File: config.mk
export PLATFORM = sky130hd
export DESIGN_NAME = bidir_port
export DESIGN_NICKNAME = d
export VERILOG_FILES = /design/src/rtl/bport_pkg.sv /design/src/rtl/bport_decode.sv /design/src/rtl/bport_wr_seq.sv /design/src/rtl/bport_in_sync.sv /design/src/rtl/bport_rd_mux.sv /design/src/rtl/bidir_port.sv
export SDC_FILE = /design/constraint.sdc
export NUM_CORES = 1
export LEC_CHECK = 0
export ABC_AREA = 1
export BUFFER_PORTS_ARGS = -buffer_cell sky130_fd_sc_hd__clkbuf_2
export CAP_MARGIN = 20
export CORE_ASPECT_RATIO = 1.4
export CORE_MARGIN = 3
export CORE_UTILIZATION = 40
export CTS_CLUSTER_DIAMETER = 30
export DETAILED_ROUTE_END_ITERATION = 12
export PLACE_DENSITY = 0.67
export SLEW_MARGIN = 0
export SYNTH_ARGS = -nofsm -noshare
export SYNTH_HDL_FRONTEND = slang
export SYNTH_SLANG_ARGS = --single-unit
File: constraint.sdc
create_clock -name clk -period 0.88 [get_ports clk]
set_input_delay 0.132 -clock clk [delete_from_list [all_inputs] [get_ports clk]]
set_output_delay 0.132 -clock clk [all_outputs]
set_load 0.005 [all_outputs]
File: src/rtl/bport_pkg.sv
// Shared definitions for the bidirectional port.
// Assumes: a single register bus, one target selected per access.
package bport_pkg;

    // Which register a bus access targets
    typedef enum logic [1:0] {
        SEL_NONE = 2'd0,
        SEL_DATA = 2'd1,
        SEL_DIR  = 2'd2
    } bport_sel_e;

endpackage

File: src/rtl/bport_decode.sv
// Address decoder: maps a bus address to a register select.
// Assumes: DATA_ADDR and DIR_ADDR differ; any other address selects nothing.
module bport_decode
    import bport_pkg::*;
#(
    parameter int ADDR_W    = 8,
    parameter int DATA_ADDR = 8'h0B,
    parameter int DIR_ADDR  = 8'h0C
) (
    input  logic [ADDR_W-1:0] addr,
    output bport_sel_e        sel
);

    localparam logic [ADDR_W-1:0] DATA_A = ADDR_W'(DATA_ADDR);
    localparam logic [ADDR_W-1:0] DIR_A  = ADDR_W'(DIR_ADDR);

    // Compare the address against both register slots
    always_comb begin
        if (addr == DATA_A)     sel = SEL_DATA;
        else if (addr == DIR_A) sel = SEL_DIR;
        else                    sel = SEL_NONE;
    end

endmodule

File: src/rtl/bport_wr_seq.sv
// Two-state write sequencer holding the output latch and direction mask.
// State 1: the strobe edge loads the staging stage. State 2: the next edge
// commits the staged value to the selected register. The staging stage
// reloads every cycle, so back-to-back strobes commit one per cycle.
// Assumes: wr_en is a single-cycle strobe per write.
module bport_wr_seq
    import bport_pkg::*;
#(
    parameter int WIDTH = 4
) (
    input  logic             clk,
    input  logic             rst_n,
    input  logic             wr_en,
    input  bport_sel_e       sel,
    input  logic [WIDTH-1:0] wdata,
    output logic [WIDTH-1:0] latch_q,
    output logic [WIDTH-1:0] dir_q
);

    logic             stg_vld;
    bport_sel_e       stg_sel;
    logic [WIDTH-1:0] stg_val;

    // State 1: capture the strobe target and value
    always_ff @(posedge clk) begin
        if (!rst_n) begin
            stg_vld <= 1'b0;
            stg_sel <= SEL_NONE;
            stg_val <= '0;
        end else begin
            stg_vld <= wr_en && (sel != SEL_NONE);
            stg_sel <= sel;
            stg_val <= wdata;
        end
    end

    // State 2: commit the staged value to its register
    always_ff @(posedge clk) begin
        if (!rst_n) begin
            latch_q <= '0;
            dir_q   <= '0;
        end else if (stg_vld) begin
            case (stg_sel)
                SEL_DATA: latch_q <= stg_val;
                SEL_DIR:  dir_q   <= stg_val;
                default:  ;
            endcase
        end
    end

endmodule

File: src/rtl/bport_in_sync.sv
// Multi-flop synchronizer for the pin inputs, one chain per pin.
// Assumes: STAGES >= 1; the chain is cleared by reset.
module bport_in_sync #(
    parameter int WIDTH  = 4,
    parameter int STAGES = 2
) (
    input  logic             clk,
    input  logic             rst_n,
    input  logic [WIDTH-1:0] pin_in,
    output logic [WIDTH-1:0] pin_sync
);

    logic [WIDTH-1:0] chain [STAGES];

    for (genvar gs = 0; gs < STAGES; gs++) begin : g_stage
        if (gs == 0) begin : g_first
            // First flop samples the raw pins
            always_ff @(posedge clk) begin
                if (!rst_n) chain[gs] <= '0;
                else        chain[gs] <= pin_in;
            end
        end else begin : g_next
            // Later flops shift the previous stage along
            always_ff @(posedge clk) begin
                if (!rst_n) chain[gs] <= '0;
                else        chain[gs] <= chain[gs-1];
            end
        end
    end

    assign pin_sync = chain[STAGES-1];

endmodule

File: src/rtl/bport_rd_mux.sv
// Read-back multiplexer. The latch address yields a per-bit blend (latch when
// the pin drives, synchronized pin level when it does not); the direction
// address yields the mask; anything else yields zero.
// Assumes: purely combinational, read data valid in the same cycle.
module bport_rd_mux
    import bport_pkg::*;
#(
    parameter int WIDTH = 4
) (
    input  bport_sel_e       sel,
    input  logic [WIDTH-1:0] latch_q,
    input  logic [WIDTH-1:0] dir_q,
    input  logic [WIDTH-1:0] pin_sync,
    output logic [WIDTH-1:0] rdata
);

    logic [WIDTH-1:0] blend;

    for (genvar gb = 0; gb < WIDTH; gb++) begin : g_bit
        // Per-pin source choice by direction
        assign blend[gb] = dir_q[gb] ? latch_q[gb] : pin_sync[gb];
    end

    // Select the register being read
    always_comb begin
        case (sel)
            SEL_DATA: rdata = blend;
            SEL_DIR:  rdata = dir_q;
            default:  rdata = '0;
        endcase
    end

endmodule

File: src/rtl/bidir_port.sv
// Top of the bidirectional port: decode, two-state write sequencer,
// input synchronizer and read-back multiplexer.
// Assumes: the pad ring combines pin_out and pin_oe into a tri-state driver.
module bidir_port
    import bport_pkg::*;
#(
    parameter int WIDTH       = 4,
    parameter int ADDR_W      = 8,
    parameter int DATA_ADDR   = 8'h0B,
    parameter int DIR_ADDR    = 8'h0C,
    parameter int SYNC_STAGES = 2
) (
    input  logic              clk,
    input  logic              rst_n,
    input  logic [ADDR_W-1:0] bus_addr,
    input  logic              bus_wr,
    input  logic [WIDTH-1:0]  bus_wdata,
    output logic [WIDTH-1:0]  bus_rdata,
    input  logic [WIDTH-1:0]  pin_in,
    output logic [WIDTH-1:0]  pin_out,
    output logic [WIDTH-1:0]  pin_oe
);

    bport_sel_e       sel;
    logic [WIDTH-1:0] latch_q;
    logic [WIDTH-1:0] dir_q;
    logic [WIDTH-1:0] pin_sync;

    bport_decode #(
        .ADDR_W   (ADDR_W),
        .DATA_ADDR(DATA_ADDR),
        .DIR_ADDR (DIR_ADDR)
    ) decode_i (
        .addr(bus_addr),
        .sel (sel)
    );

    bport_wr_seq #(
        .WIDTH(WIDTH)
    ) wr_seq_i (
        .clk    (clk),
        .rst_n  (rst_n),
        .wr_en  (bus_wr),
        .sel    (sel),
        .wdata  (bus_wdata),
        .latch_q(latch_q),
        .dir_q  (dir_q)
    );

    bport_in_sync #(
        .WIDTH (WIDTH),
        .STAGES(SYNC_STAGES)
    ) in_sync_i (
        .clk     (clk),
        .rst_n   (rst_n),
        .pin_in  (pin_in),
        .pin_sync(pin_sync)
    );

    bport_rd_mux #(
        .WIDTH(WIDTH)
    ) rd_mux_i (
        .sel     (sel),
        .latch_q (latch_q),
        .dir_q   (dir_q),
        .pin_sync(pin_sync),
        .rdata   (bus_rdata)
    );

    assign pin_out = latch_q;
    assign pin_oe  = dir_q;

endmodule

# Word level (Yosys, flattened, before mapping)
# Memory sizes are Yosys's and may differ from the RTL's.
# Cells that the tools add are included.
# totals
regBits	15
ram_bits	8
input_bits	19
out_inout_bits	12
elab_cells	29
n_memories	1
# memory_table
memory	words	word_bits	rd	rd_ports_with_merged_regs	write_ports	line	source
in_sync_i.chain	2	4	2	0	2	bport_in_sync.sv:13	logic [WIDTH-1:0] chain [STAGES];
# op_classes
eq_ne	6
mux	11
bitwise_logic	2
reduce_logical	4
# ops
operator	n
== test 8 x 4 -> 1 bit (second input constant)	2
two-way mux 4 bit	2
one-hot mux 4 bit (2 select lines)	1
two-way mux 1 bit	6
== test 2 x 1 -> 1 bit (second input constant)	2
== test 2 bit (second input constant)	2
two-way mux 2 bit	2
AND reduction 2 bit	2
OR 1 bit	2
nonzero test 2 bit	1
logical AND 1 bit	1

# Logic depth before layout (Yosys ltp)
# depth
ltp_word	5
ltp_mapped	6
ltp_nobuf	6

# Modules after synthesis
# Synthesis repeated with hierarchy kept, for this count alone.
# unflattened
cells_unflattened	151
area_unflattened_um2	988.4
# by_module_without_submodules
module	instances	cells_each	area_each_um2	seq_area_each_um2
bport_wr_seq	1	73	538.0	300.3
bport_in_sync	1	25	225.2	160.2
bport_rd_mux	1	39	170.2	0.0
bport_decode	1	14	55.1	0.0

# Worst setup path before layout
# OpenSTA, ideal clock, no wires.
# synth_path
kind	reg-to-reg
startpoint	register wr_seq_i.stg_sel[0]
endpoint	register wr_seq_i.dir_q[0]
setup_ns	0.123
arrival_time_ns	0.695
t_required_ns	0.757
setup_slack_ns	0.062
stages_incl_launch_ff	5
path_buffers	0
synth_period_minus_slack_ns	0.818
path_cell_list	dfxtp_1 inv_1 nand3_1 o21ai_0 a21oi_1
# synth_between
elab_chain_len	2
# synth_rtl
element	line	source
start: declaration	bport_wr_seq.sv:21	bport_sel_e stg_sel;
start signal: assignment	bport_wr_seq.sv:32	stg_sel <= sel;
== test 2 bit	bport_wr_seq.sv:43	case (stg_sel)
AND reduction 2 bit (no line)	--	
end signal: assignment	bport_wr_seq.sv:45	SEL_DIR: dir_q <= stg_val;
end: declaration	bport_wr_seq.sv:17	output logic [WIDTH-1:0] dir_q
# Every way passes these cells.
# A chain may end at the register's enable or synchronous reset.

# Worst setup path in the final report
# layout_path
startpoint	register wr_seq_i.latch_q[2]
endpoint	output port bus_rdata[2]
# layout_between
elab_chain_len	2
# layout_rtl
element	line	source
start: declaration	bport_wr_seq.sv:16	output logic [WIDTH-1:0] latch_q,
start signal: assignment	bport_wr_seq.sv:44	SEL_DATA: latch_q <= stg_val;
two-way mux 1 bit	bport_rd_mux.sv:21	assign blend[gb] = dir_q[gb] ? latch_q[gb] : pin_sync[gb];
one-hot mux 4 bit (2 select lines)	bport_rd_mux.sv:26	case (sel)
end: declaration	bidir_port.sv:18	output logic [WIDTH-1:0] bus_rdata,
# Every way passes these cells.

==> results_dict.tcl <==
set metrics [dict create \
    fin_ws_ns -0.317 \
    hpwl_um 1350 \
    cts_buffers 3 \
    drive_above_1_share 0.512 \
    drv_cap 0 \
    vias 850 \
    ant_nets 0 \
    critical_path.startpoint_type "flop" \
    top_layer "met4" \
    yosysSeqAreaShare 0.527 \
    final.setup_skew_ns 0.00585 \
    ir_worst_vdd_v 0.00133 \
    grt_usage 0.136 \
    ys_ff_latch 23 \
    wl_um 1810 \
    clkSinkCount 23 \
    postCtsHoldBufs 0 \
    utilization 0.631 \
    p_int_uw 1310 \
    area_delta_synth_final_pct 46.0 \
    drv_slew 0 \
    grt_overflow 0 \
    start_util 0.432 \
    grt_pass1_wl_um 2790 \
    postSynthCellCount 117 \
    syn_nets 136 \
    first_pass_iters 4 \
    fmax_mhz 836 \
    p_sw_frac 0.216 \
    fin_crit_sh 1.36 \
    clockRootBuffer "clkbuf_4" \
    setup_viol 10 \
    critPathRequiredTime_ns 0.75 \
    first_iter_violations 13 \
    routed-wl-met2_um 996 \
    switching_power_uw 360 \
    seq_area_sq_um 474 \
    slew_headroom 0.763 \
    pwr-share-comb 0.077 \
    wl_met1_um 702 \
    hold_path_class "primary input to flop" \
    cts.path.max_buffers 2 \
    htreeDepth 1 \
    fillers 182 \
    clk_latency_ns 0.30 \
    p_clk_frac 0.275 \
    synth_cell_type_count 12 \
    p_seq_frac 0.648 \
    first_global_vias 726 \
    cellPowerDensity_mw_per_mm2 1310 \
    worst_pin_slew_ns 0.356 \
    portBuffers 30 \
    worst-setup-path-type "flop to primary output" \
    antenna_found_initial 0 \
    syn-mean-instance-area_sq_um 7.46 \
    fin_nets 182 \
    timing.hold.ws_ns 0.00886 \
    die_h_um 61.3 \
    place_ws_ns -0.161 \
    endpoint_kind "primary output" \
    clkSlewWorstSetupHoldPaths_ns 0.12 \
    critPathArrivalTime_ns 1.06 \
    yosysWarningCount 0 \
    fin_crit_ns 1.20 \
    route.met3.wl_um 89 \
    finalHoldViolCount 0 \
    n_antenna_cell 0 \
    rsz0062_at_grt "yes" \
    ios 31 \
    crit_fanout 2 \
    netlist_area_sq_um 873 \
    drc 0 \
    die_x_um 45.5 \
    status "complete, but fails checks" \
    grt_max_degree 16 \
    p_leak_uw 0.000665 \
    violations "setup timing" \
    avgViaCountPerCell 4.64 \
    cts_tree "built" \
    routabilityCongestion 0.719 \
    multi_input_area_sq_um 358 \
    routedWlPerCell_um 9.91 \
    rows 19 \
    die_area_sq_mm 0.00279 \
    coreArea_sq_mm 0.00202 \
]
[cell families after synthesis]
group,synth area share
buffers and inverters,0.123
AOI/OAI and AO/OA,0.115
and+or+nand+nor,0.235
DFF,0.527
[worst paths after layout]
| check | from | endpoint | slack [ns] | cells past startpoint |
|---|---|---|---|---|
| max | wr_seq_i.latch_q[2] | bus_rdata[2] | -0.32 | 5 |
| min | pin_in[1] | in_sync_i.chain[0][1] | 0.009 | 3 |
| max reg2reg | wr_seq_i.stg_sel[1] | wr_seq_i.latch_q[2] | 0 | 5 |
| min reg2reg | in_sync_i.chain[0][0] | in_sync_i.chain[1][0] | 0.42 | 2 |
[area by class of cell]
type / instances / area share
flip-flops and latches: 23 / 0.372
multi-input cells: 66 / 0.281
repair buffers: 43 / 0.230
inverters: 26 / 0.0765
clock buffers: 4 / 0.0206
well taps: 21 / 0.0206
[power groups by stage]
stage          clock network [uW]  logic (uW)  registers (uW)
2_1_floorplan                   0        60.0            1100
3_3_place_gp                    0         113            1100
3_5_place_dp                    0         118            1100
4_1_cts                       483         125            1080
5_1_grt                       521         144            1080
6_report                      459         128            1080
[cells in the final DEF (no fill, tap or decap), drive strengths merged]
cell / n
a21oi: 8
buf: 18
clkbuf: 29
dfxtp: 23
inv: 26
nand2: 34
nand3: 2
nor2: 8
nor3: 2
o21ai: 12
[state kept, by name, summed over array words and instances, names as in the netlist]
register          count
in_sync_i.chain       8
wr_seq_i.dir_q        4
wr_seq_i.latch_q      4
wr_seq_i.stg_val      4
wr_seq_i.stg_sel      2
wr_seq_i.stg_vld      1
[stage by stage]
stage	instances	total power [uW]	instance area (sq um)	setup TNS (ns)
after floorplan	117	1160	873	0
after global placement	178	1210	1130	-0.669
after detailed placement	178	1220	1130	-1.09
after CTS	183	1690	1220	-1.95
after global routing	183	1750	1270	-2.53
final	183	1670	1270	-1.81
[routing by layer]
layer	vias to the layer above	global-route usage
met5	-	0
li1	442	-
met3	4	0.0175
met2	22	0.251
met4	0	0.0753
met1	382	0.143
[Yosys cell counts (all sizes together)]
| library cell | number | share of area |
|---|---|---|
| nor3 | 2 | 0.011 |
| a21oi | 8 | 0.046 |
| inv | 26 | 0.11 |
| nand2 | 34 | 0.15 |
| o21ai | 12 | 0.069 |
| nand3 | 2 | 0.011 |
| nor2 | 8 | 0.063 |
| buf | 2 | 0.011 |
| dfxtp | 23 | 0.53 |
[critical path: stages (launching register included)]
cell	delay, ns
dfxtp_2	0.37
inv_2	0.05
o21ai_2	0.12
nand2_1	0.07
nand2_1	0.06
clkbuf_2	0.10
[what timing repair did]
item	4_1_cts	5_1_grt
endpoints found under the setup margin	20	20
resized for setup	34	21
pin swaps	1	3
buffers inserted	1	0
Note: power is estimated with default switching activity, not from simulation.
